===== src/rtl/reclock_pkg.sv =====
package reclock_pkg;

  localparam int MRW = 32;
  localparam int TW  = 16;

  typedef enum logic [1:0] {
    MT_DDR2  = 2'd0,
    MT_DDR3  = 2'd1,
    MT_GDDR3 = 2'd2,
    MT_OTHER = 2'd3
  } mem_kind_e;

  typedef enum logic [2:0] {
    C_PRECHARGE = 3'd0,
    C_REFRESH   = 3'd1,
    C_AREF_OFF  = 3'd2,
    C_AREF_ON   = 3'd3,
    C_SREF_IN   = 3'd4,
    C_SREF_OUT  = 3'd5,
    C_MRS       = 3'd6,
    C_NOP       = 3'd7
  } cmd_e;

  typedef enum logic [2:0] {
    K_CMD  = 3'd0,
    K_WAIT = 3'd1,
    K_CLK  = 3'd2,
    K_TIM  = 3'd3,
    K_END  = 3'd4
  } kind_e;

  typedef enum logic [4:0] {
    ST_OFF_PRE, ST_OFF_MRS, ST_OFF_WT,
    ST_SRE_PRE, ST_SRE_REF0, ST_SRE_REF1, ST_SRE_AROFF, ST_SRE_ON, ST_SRE_WT,
    ST_CLK,
    ST_SRX_WT, ST_SRX_PRE, ST_SRX_OFF, ST_SRX_ARON, ST_SRX_WT0, ST_SRX_WT1,
    ST_MR2, ST_MR2_WT, ST_MR1, ST_MR1_WT, ST_MR0, ST_MR0_WT,
    ST_TIM,
    ST_ON_MR1, ST_ON_WT, ST_RST_SET, ST_RST_SET_WT, ST_RST_CLR, ST_RST_CLR_WT,
    ST_LOCK_WT, ST_FIN_PRE, ST_LAST
  } step_e;

  typedef struct packed {
    mem_kind_e        kind;
    logic [MRW-1:0]   tgt0;
    logic [MRW-1:0]   tgt1;
    logic [MRW-1:0]   tgt2;
    logic [MRW-1:0]   cur0;
    logic [MRW-1:0]   cur1;
    logic [MRW-1:0]   cur2;
    logic [MRW-1:0]   dll_mask;
    logic [TW-1:0]    t_sre;
    logic [TW-1:0]    t_srx;
    logic [TW-1:0]    t_lock;
  } ctx_t;

  typedef struct packed {
    logic           active;
    kind_e          kind;
    cmd_e           cmd;
    logic [1:0]     mr;
    logic [MRW-1:0] data;
    logic [TW-1:0]  wlen;
  } step_t;

endpackage


===== src/rtl/reclock_ctx.sv =====
module reclock_ctx
  import reclock_pkg::*;
#(
  parameter int T_LOCK_D2  = 2000,
  parameter int T_LOCK_D3  = 12000,
  parameter int T_LOCK_G3  = 40000,
  parameter int T_SRE_D3   = 2000,
  parameter int T_SRX_D3   = 1000,
  parameter int DLL_BIT_STD = 0,
  parameter int DLL_BIT_G3  = 6
) (
  input  logic           clk,
  input  logic           rst_n,
  input  logic           load_i,
  input  logic [1:0]     kind_i,
  input  logic [MRW-1:0] tgt0_i,
  input  logic [MRW-1:0] tgt1_i,
  input  logic [MRW-1:0] tgt2_i,
  input  logic [MRW-1:0] cur0_i,
  input  logic [MRW-1:0] cur1_i,
  input  logic [MRW-1:0] cur2_i,
  output logic           bad_o,
  output ctx_t           ctx_o
);

  localparam logic [MRW-1:0] MASK_STD = MRW'(1) << DLL_BIT_STD;
  localparam logic [MRW-1:0] MASK_G3  = MRW'(1) << DLL_BIT_G3;

  mem_kind_e kind;
  ctx_t      ctx_d;
  ctx_t      ctx_q;

  assign kind  = mem_kind_e'(kind_i);
  assign bad_o = (kind == MT_OTHER);

  always_comb begin
    ctx_d      = '0;
    ctx_d.kind = kind;
    ctx_d.tgt0 = tgt0_i;
    ctx_d.tgt1 = tgt1_i;
    ctx_d.tgt2 = tgt2_i;
    ctx_d.cur0 = cur0_i;
    ctx_d.cur1 = cur1_i;
    // the current MR2 counts only where the device reports it
    ctx_d.cur2 = (kind == MT_DDR3 || kind == MT_GDDR3) ? cur2_i : tgt2_i;
    ctx_d.dll_mask = (kind == MT_GDDR3) ? MASK_G3 : MASK_STD;
    unique case (kind)
      MT_DDR2: ctx_d.t_lock = TW'(T_LOCK_D2);
      MT_DDR3: begin
        ctx_d.t_lock = TW'(T_LOCK_D3);
        ctx_d.t_sre  = TW'(T_SRE_D3);
        ctx_d.t_srx  = TW'(T_SRX_D3);
      end
      MT_GDDR3: ctx_d.t_lock = TW'(T_LOCK_G3);
      default:  ctx_d.t_lock = '0;
    endcase
  end

  always_ff @(posedge clk or negedge rst_n) begin
    if (!rst_n) begin
      ctx_q <= '0;
    end else if (load_i) begin
      ctx_q <= ctx_d;
    end
  end

  assign ctx_o = ctx_q;

endmodule


===== src/rtl/reclock_step_dec.sv =====
module reclock_step_dec
  import reclock_pkg::*;
#(
  parameter int T_MRS   = 1000,
  parameter int T_PREX  = 0,
  parameter int RST_BIT = 8
) (
  input  step_e step_i,
  input  ctx_t  ctx_i,
  output step_t info_o
);

  localparam logic [MRW-1:0] RST_MASK = MRW'(1) << RST_BIT;

  logic cur_off;
  logic tgt_off;
  logic pre_off;
  logic dll_on;
  logic is_g3;

  assign cur_off = |(ctx_i.cur1 & ctx_i.dll_mask);
  assign tgt_off = |(ctx_i.tgt1 & ctx_i.dll_mask);
  assign pre_off = !cur_off && tgt_off;
  assign dll_on  = !tgt_off;
  assign is_g3   = (ctx_i.kind == MT_GDDR3);

  always_comb begin
    info_o        = '0;
    info_o.active = 1'b1;
    info_o.kind   = K_CMD;
    info_o.cmd    = C_NOP;
    unique case (step_i)
      ST_OFF_PRE:    begin info_o.active = pre_off; info_o.cmd = C_PRECHARGE; end
      ST_OFF_MRS:    begin
        info_o.active = pre_off;
        info_o.cmd    = C_MRS;
        info_o.mr     = 2'd1;
        info_o.data   = ctx_i.cur1 | ctx_i.dll_mask;
      end
      ST_OFF_WT:     begin info_o.active = pre_off; info_o.kind = K_WAIT; info_o.wlen = TW'(T_MRS); end
      ST_SRE_PRE:    info_o.cmd = C_PRECHARGE;
      ST_SRE_REF0:   info_o.cmd = C_REFRESH;
      ST_SRE_REF1:   info_o.cmd = C_REFRESH;
      ST_SRE_AROFF:  info_o.cmd = C_AREF_OFF;
      ST_SRE_ON:     info_o.cmd = C_SREF_IN;
      ST_SRE_WT:     begin info_o.kind = K_WAIT; info_o.wlen = ctx_i.t_sre; end
      ST_CLK:        info_o.kind = K_CLK;
      ST_SRX_WT:     begin info_o.kind = K_WAIT; info_o.wlen = TW'(T_PREX); end
      ST_SRX_PRE:    info_o.cmd = C_PRECHARGE;
      ST_SRX_OFF:    info_o.cmd = C_SREF_OUT;
      ST_SRX_ARON:   info_o.cmd = C_AREF_ON;
      ST_SRX_WT0,
      ST_SRX_WT1:    begin info_o.kind = K_WAIT; info_o.wlen = ctx_i.t_srx; end
      ST_MR2:        begin
        info_o.active = (ctx_i.cur2 != ctx_i.tgt2);
        info_o.cmd    = C_MRS;
        info_o.mr     = 2'd2;
        info_o.data   = ctx_i.tgt2;
      end
      ST_MR2_WT:     begin
        info_o.active = (ctx_i.cur2 != ctx_i.tgt2);
        info_o.kind   = K_WAIT;
        info_o.wlen   = TW'(T_MRS);
      end
      ST_MR1:        begin
        info_o.active = (ctx_i.cur1 != ctx_i.tgt1);
        info_o.cmd    = C_MRS;
        info_o.mr     = 2'd1;
        // the DLL keeps its present state until the reset phase
        info_o.data   = ctx_i.tgt1 | (ctx_i.cur1 & ctx_i.dll_mask);
      end
      ST_MR1_WT:     begin
        info_o.active = (ctx_i.cur1 != ctx_i.tgt1);
        info_o.kind   = K_WAIT;
        info_o.wlen   = TW'(T_MRS);
      end
      ST_MR0:        begin
        info_o.active = (ctx_i.cur0 != ctx_i.tgt0);
        info_o.cmd    = C_MRS;
        info_o.mr     = 2'd0;
        info_o.data   = ctx_i.tgt0;
      end
      ST_MR0_WT:     begin
        info_o.active = (ctx_i.cur0 != ctx_i.tgt0);
        info_o.kind   = K_WAIT;
        info_o.wlen   = TW'(T_MRS);
      end
      ST_TIM:        info_o.kind = K_TIM;
      ST_ON_MR1:     begin
        info_o.active = dll_on && cur_off;
        info_o.cmd    = C_MRS;
        info_o.mr     = 2'd1;
        info_o.data   = ctx_i.tgt1;
      end
      ST_ON_WT:      begin
        info_o.active = dll_on && cur_off;
        info_o.kind   = K_WAIT;
        info_o.wlen   = TW'(T_MRS);
      end
      ST_RST_SET:    begin
        info_o.active = dll_on;
        info_o.cmd    = C_MRS;
        info_o.mr     = 2'd0;
        info_o.data   = ctx_i.tgt0 | RST_MASK;
      end
      ST_RST_SET_WT: begin info_o.active = dll_on; info_o.kind = K_WAIT; info_o.wlen = TW'(T_MRS); end
      ST_RST_CLR:    begin
        info_o.active = dll_on;
        info_o.cmd    = C_MRS;
        info_o.mr     = 2'd0;
        info_o.data   = ctx_i.tgt0 & ~RST_MASK;
      end
      ST_RST_CLR_WT: begin info_o.active = dll_on; info_o.kind = K_WAIT; info_o.wlen = TW'(T_MRS); end
      ST_LOCK_WT:    begin info_o.active = dll_on; info_o.kind = K_WAIT; info_o.wlen = ctx_i.t_lock; end
      ST_FIN_PRE:    begin info_o.active = dll_on && is_g3; info_o.cmd = C_PRECHARGE; end
      default:       info_o.kind = K_END;
    endcase
  end

endmodule


===== src/rtl/reclock_wait_timer.sv =====
module reclock_wait_timer #(
  parameter int TW = 16
) (
  input  logic          clk,
  input  logic          rst_n,
  input  logic          run_i,
  input  logic [TW-1:0] len_i,
  input  logic          tick_i,
  output logic          fin_o
);

  logic          armed_q, armed_d;
  logic [TW-1:0] cnt_q, cnt_d;

  assign fin_o = run_i && (armed_q ? (tick_i && cnt_q == TW'(1)) : (len_i == '0));

  always_comb begin
    armed_d = armed_q;
    cnt_d   = cnt_q;
    if (!run_i) begin
      armed_d = 1'b0;
    end else if (!armed_q) begin
      armed_d = (len_i != '0);
      cnt_d   = len_i;
    end else if (fin_o) begin
      armed_d = 1'b0;
    end else if (tick_i) begin
      cnt_d = cnt_q - TW'(1);
    end
  end

  always_ff @(posedge clk or negedge rst_n) begin
    if (!rst_n) begin
      armed_q <= 1'b0;
      cnt_q   <= '0;
    end else begin
      armed_q <= armed_d;
      cnt_q   <= cnt_d;
    end
  end

  // no tick, no progress
  a_r11_hold_without_tick: assert property (@(posedge clk) disable iff (!rst_n)
    run_i && armed_q && !tick_i |=> armed_q && $stable(cnt_q));

  // each tick removes exactly one unit
  a_r11_step_per_tick: assert property (@(posedge clk) disable iff (!rst_n)
    run_i && armed_q && tick_i && cnt_q != TW'(1) |=> cnt_q == $past(cnt_q) - TW'(1));

endmodule


===== src/rtl/dram_reclock_seq.sv =====
module dram_reclock_seq
  import reclock_pkg::*;
#(
  parameter int T_MRS     = 1000,
  parameter int T_PREX    = 0,
  parameter int T_LOCK_D2 = 2000,
  parameter int T_LOCK_D3 = 12000,
  parameter int T_LOCK_G3 = 40000,
  parameter int T_SRE_D3  = 2000,
  parameter int T_SRX_D3  = 1000
) (
  input  logic        clk,
  input  logic        rst_n,
  input  logic        start_i,
  input  logic [1:0]  mem_kind_i,
  input  logic [31:0] tgt_mr0_i,
  input  logic [31:0] tgt_mr1_i,
  input  logic [31:0] tgt_mr2_i,
  input  logic [31:0] cur_mr0_i,
  input  logic [31:0] cur_mr1_i,
  input  logic [31:0] cur_mr2_i,
  input  logic        tick_i,
  output logic        cmd_valid_o,
  input  logic        cmd_ready_i,
  output logic [2:0]  cmd_code_o,
  output logic [1:0]  cmd_mr_o,
  output logic [31:0] cmd_data_o,
  output logic        clk_req_o,
  input  logic        clk_ack_i,
  output logic        tim_req_o,
  input  logic        tim_ack_i,
  output logic        done_o,
  output logic        err_o
);

  typedef enum logic [1:0] {S_IDLE, S_RUN, S_DONE, S_FAIL} fsm_e;

  fsm_e  state_q, state_d;
  step_e step_q, step_d, step_nx;
  ctx_t  ctx;
  step_t info;
  logic  bad;
  logic  load;
  logic  run_wait;
  logic  wait_fin;

  reclock_ctx #(
    .T_LOCK_D2(T_LOCK_D2), .T_LOCK_D3(T_LOCK_D3), .T_LOCK_G3(T_LOCK_G3),
    .T_SRE_D3(T_SRE_D3), .T_SRX_D3(T_SRX_D3)
  ) u_ctx (
    .clk(clk), .rst_n(rst_n), .load_i(load), .kind_i(mem_kind_i),
    .tgt0_i(tgt_mr0_i), .tgt1_i(tgt_mr1_i), .tgt2_i(tgt_mr2_i),
    .cur0_i(cur_mr0_i), .cur1_i(cur_mr1_i), .cur2_i(cur_mr2_i),
    .bad_o(bad), .ctx_o(ctx)
  );

  reclock_step_dec #(.T_MRS(T_MRS), .T_PREX(T_PREX)) u_dec (
    .step_i(step_q), .ctx_i(ctx), .info_o(info)
  );

  reclock_wait_timer #(.TW(TW)) u_timer (
    .clk(clk), .rst_n(rst_n), .run_i(run_wait), .len_i(info.wlen),
    .tick_i(tick_i), .fin_o(wait_fin)
  );

  assign step_nx = step_e'(step_q + 5'd1);

  always_comb begin
    state_d     = state_q;
    step_d      = step_q;
    load        = 1'b0;
    run_wait    = 1'b0;
    cmd_valid_o = 1'b0;
    clk_req_o   = 1'b0;
    tim_req_o   = 1'b0;
    unique case (state_q)
      S_IDLE: begin
        if (start_i) begin
          if (bad) begin
            state_d = S_FAIL;
          end else begin
            load    = 1'b1;
            state_d = S_RUN;
            step_d  = ST_OFF_PRE;
          end
        end
      end
      S_RUN: begin
        if (!info.active) begin
          step_d = step_nx;
        end else begin
          unique case (info.kind)
            K_CMD:  begin cmd_valid_o = 1'b1; if (cmd_ready_i) step_d = step_nx; end
            K_WAIT: begin run_wait    = 1'b1; if (wait_fin)    step_d = step_nx; end
            K_CLK:  begin clk_req_o   = 1'b1; if (clk_ack_i)   step_d = step_nx; end
            K_TIM:  begin tim_req_o   = 1'b1; if (tim_ack_i)   step_d = step_nx; end
            default: state_d = S_DONE;
          endcase
        end
      end
      default: state_d = S_IDLE;
    endcase
  end

  assign done_o     = (state_q == S_DONE);
  assign err_o      = (state_q == S_FAIL);
  assign cmd_code_o = cmd_valid_o ? info.cmd  : 3'd0;
  assign cmd_mr_o   = cmd_valid_o ? info.mr   : 2'd0;
  assign cmd_data_o = cmd_valid_o ? info.data : 32'd0;

  always_ff @(posedge clk or negedge rst_n) begin
    if (!rst_n) begin
      state_q <= S_IDLE;
      step_q  <= ST_OFF_PRE;
    end else begin
      state_q <= state_d;
      step_q  <= step_d;
    end
  end

  // an offered command stays put until taken
  a_r10_cmd_hold: assert property (@(posedge clk) disable iff (!rst_n)
    cmd_valid_o && !cmd_ready_i |=> cmd_valid_o && $stable(cmd_code_o)
      && $stable(cmd_mr_o) && $stable(cmd_data_o));

  // clock request held until acknowledged
  a_r4_clk_req_hold: assert property (@(posedge clk) disable iff (!rst_n)
    clk_req_o && !clk_ack_i |=> clk_req_o);

  // timing request held until acknowledged
  a_r7_tim_req_hold: assert property (@(posedge clk) disable iff (!rst_n)
    tim_req_o && !tim_ack_i |=> tim_req_o);

  // at most one of the outward signals at a time
  a_r12_exclusive: assert property (@(posedge clk) disable iff (!rst_n)
    $onehot0({cmd_valid_o, clk_req_o, tim_req_o, done_o, err_o}));

  // done is a single-cycle pulse
  a_r12_done_pulse: assert property (@(posedge clk) disable iff (!rst_n)
    done_o |=> !done_o);

  // error is a single-cycle pulse followed by idle
  a_r1_err_pulse: assert property (@(posedge clk) disable iff (!rst_n)
    err_o |=> !err_o && !cmd_valid_o && !done_o);

endmodule


===== config.mk =====
export PLATFORM = sky130hd
export DESIGN_NAME = dram_reclock_seq
export DESIGN_NICKNAME = d
export VERILOG_FILES = /design/src/rtl/reclock_pkg.sv /design/src/rtl/reclock_ctx.sv /design/src/rtl/reclock_step_dec.sv /design/src/rtl/reclock_wait_timer.sv /design/src/rtl/dram_reclock_seq.sv
export SDC_FILE = /design/constraint.sdc
export NUM_CORES = 1
export LEC_CHECK = 0
export BUFFER_PORTS_ARGS = -buffer_cell sky130_fd_sc_hd__buf_4
export CORE_MARGIN = 3
export CORE_UTILIZATION = 60
export DETAILED_ROUTE_END_ITERATION = 6
export PLACE_DENSITY = 0.94
export REMOVE_ABC_BUFFERS = 1
export SLEW_MARGIN = 30
export SYNTH_ARGS = -nofsm -noshare
export SYNTH_HDL_FRONTEND = slang
export SYNTH_SLANG_ARGS = --single-unit

===== constraint.sdc =====
create_clock -name clk -period 8.7 [get_ports clk]
set_input_delay 0.435 -clock clk [delete_from_list [all_inputs] [get_ports clk]]
set_output_delay 0.435 -clock clk [all_outputs]
set_load 0.02 [all_outputs]

==> results.md <==
- Run status: finished, final reports clean
- Initial drt markers: 1235
- Initial antenna violation count: 0
- Post-synth EDFFs: 0
- Clock Latency Late Sink: 0.55 ns
- Max-slew violations: 0
- Worst relative slew slack: 32.8%
- Layout cells sized above 1: 19.0%
- Worst Setup End Kind: output pin
- Worst setup SP type: flip-flop
- Clk_skew: 0.0238 ns
- Setup slack, reg-to-reg: 4.84 ns
- Vias in the first global route: 10800
- Syn_area_per_cell: 8.42 sq um
- Worst-Margin Slew: 1.01 ns
- Synth async-reset ratio: 100%
- Synth top area share: 47.7%
- Endpoints failing setup: 0
- Final Critical Period: 4.67 ns
- WS Path Type: reg -> out
- Setup_tns: 0 ns
- Final Hold Vio Count: 0
- Finished Cell Area: 0.0146 sq mm
- Top area cells in the synthesized netlist: dfrtp_1 48%, nand2_1 19%, xor2_1 4.8%, mux2i_1 3.1%, a222oi_1 2.5%
- Die area: 0.0214 sq mm
- Clock buffer depth: 3
- Worst-path clk slew: 0.06 ns
- Synth-to-layout area growth: 23.6%
- Grt total ovfl: 0
- Buffers on Ports: 242
- Largest net degree at the start of global routing: 106
- Worst Hold Class: in -> reg
- Number of synthesized register bits: 225
- Core Region: 0.0190 sq mm
- CP Max Fanout: 37
- Vias/cell: 5.89
- LEAKAGE: 7.34 nW
- Antenna Cells: 0
- Pre-CTS setup slack: 4.68 ns
- Cts repair resizes: 0
- CTS tree: built
- Via count: 11000
- First-pass GRT wire length: 57100 um
- Yosys cell types: 62
- Final Worst Setup Slack: 4.03 ns
- CTS buffer count: 25
- RSZ-0062 raised after global routing: false
- Max-cap violations: 0
- Netlist Area Pre-Place: 0.0118 sq mm
- Sequential fraction of the synthesis area: 47.7%
- Post-synth top area cell: dfrtp_1
- Num rows: 50
- Data arrival, critical path: 4.23 ns
- Root buf cell: clkbuf_16
- Part of the cycle the worst path needs: 53.6%
- Highest clock rate: 214 MHz
- Layout net count: 1810
- Initial core utilization: 62.1%
- Pre-antenna DRT Iters: 6
- Placed inst area: 0.0138 sq mm
- Drt drc: 0
- PnR Total Power: 4.96 mW
- Die Span Y: 146 um
- Top_reg_cell synth: dfrtp_1
- P per Cell Area: 340 mW/mm^2
- Top Ports: 243
- Gr usage total: 33.1%
- Final WL: 36100 um
- Maximum VDD drop: 0.000193 V
- Sink Count: 225
- DP HPWL: 25100 um
- Routed len/inst: 19.3 um
- Width of the die: 146 um
- H-tree depth: 1
- Post-CTS setup buffers: 0
- Hold_buf cts: 1
- Top post-synthesis cells by count: 593 x nand2_1, 225 x dfrtp_1, 74 x clkbuf_1, 65 x xor2_1, 49 x o21ai_0
- Worst EP required: 8.27 ns
- Count leader, synth: nand2_1
- Antenna Violating Nets Remaining: 0
- Post-Synthesis Cells: 1402
- GPL Wtd Cong: 0.886
- Syn. warnings: 0
## placed cells by master (no fill, tap or decap), types with 5 or more instances in the layout
| cell type | n |
|---|---|
| nor4_1 | 23 |
| and3_1 | 6 |
| mux2i_1 | 37 |
| nand2_1 | 593 |
| nand2b_1 | 8 |
| or3_1 | 11 |
| o21ai_0 | 49 |
| buf_4 | 250 |
| clkinv_2 | 6 |
| dfrtp_1 | 225 |
| nand4_1 | 21 |
| clkbuf_16 | 25 |
| nor3_1 | 9 |
| ha_1 | 11 |
| inv_1 | 13 |
| nor2b_1 | 5 |
| xnor2_1 | 32 |
| or4b_1 | 6 |
| clkbuf_1 | 6 |
| nand3_1 | 21 |
| nor2_1 | 25 |
| a21oi_1 | 44 |
| a222oi_1 | 30 |
| xor2_1 | 65 |
## sequential cells by signal, indices dropped and copies added (netlist names)
register and count:
u_timer.cnt_q 16, step_q 5, state_q 2, u_timer.armed_q 1, u_ctx.ctx_o 201
## power breakdown
group / switching (mW) / internal (mW) / leakage [nW] / total [mW]
Combinational: 1.13 / 0.756 / 4.12 / 1.88
Sequential: 0.493 / 1.52 / 2.82 / 2.02
Clock: 0.434 / 0.627 / 0.398 / 1.06
## worst max-delay path, stage by stage, from the launching register on
cell,delay [ns]
dfrtp_1,0.42
inv_1,0.13
ha_1,0.51
nand4_1,0.19
and2_1,0.23
o32a_1,0.32
o221a_1,0.26
a41o_1,0.28
or4_1,0.54
buf_4,0.30
nor3_1,0.30
buf_4,0.20
## cell type report
| type | count | area, sq um |
|---|---|---|
| clock inverters | 11 | 148 |
| repair buffers | 255 | 1950 |
| clock buffers | 32 | 662 |
| multi-input cells | 1075 | 5820 |
| fillers | 1347 | 4420 |
| flip-flops and latches | 225 | 5630 |
| inverters | 15 | 56.3 |
| well taps | 260 | 325 |
## through the flow
| step | cells | hold WS [ns] | utilization (%) |
|---|---|---|---|
| finish | 1873 | 0.0781 | 76.7 |
| global route | 1873 | 0.0679 | 76.7 |
| CTS | 1872 | 0.0673 | 76.6 |
| detailed placement | 1828 | 0.446 | 72.3 |
| global placement | 1827 | 0.441 | 72.1 |
| floorplan | 1315 | 0.139 | - |
## worst paths after layout
kind | start | endpoint | depth (start not counted)
max in group asynchronous | rst_n | u_ctx.ctx_o[139]$_DFFE_PN0P_ | 4
min in group asynchronous | rst_n | u_timer.cnt_q[12]$_DFFE_PN0P_ | 2
hold / removal | tgt_mr0_i[1] | u_ctx.ctx_o[241]$_DFFE_PN0P_ | 3
setup reg to reg | step_q[0]$_DFFE_PN0P_ | u_timer.cnt_q[15]$_DFFE_PN0P_ | 10
hold reg to reg | u_ctx.ctx_o[272]$_DFFE_PN0P_ | u_ctx.ctx_o[272]$_DFFE_PN0P_ | 2
setup / recovery | step_q[0]$_DFFE_PN0P_ | cmd_mr_o[1] | 11
## cell families after synthesis
kind of cell / count (synthesis) / synth area share [%]
simple gates: 755 / 27.1
flops: 225 / 47.7
compound gates: 172 / 9.95
buf+inv: 102 / 3.43
xor+xnor: 97 / 7.19
mux: 39 / 3.33
fa+ha+maj: 12 / 1.27
## metal layers
metal	up-vias	part of all wire [%]	global-route usage [%]
met5	-	0	0
met4	0	4.3	13.2
met3	90	9.0	6.83
met2	585	47	53.3
met1	5257	39	44.1
li1	5100	-	-
Note: power is estimated with default switching activity, not from simulation.
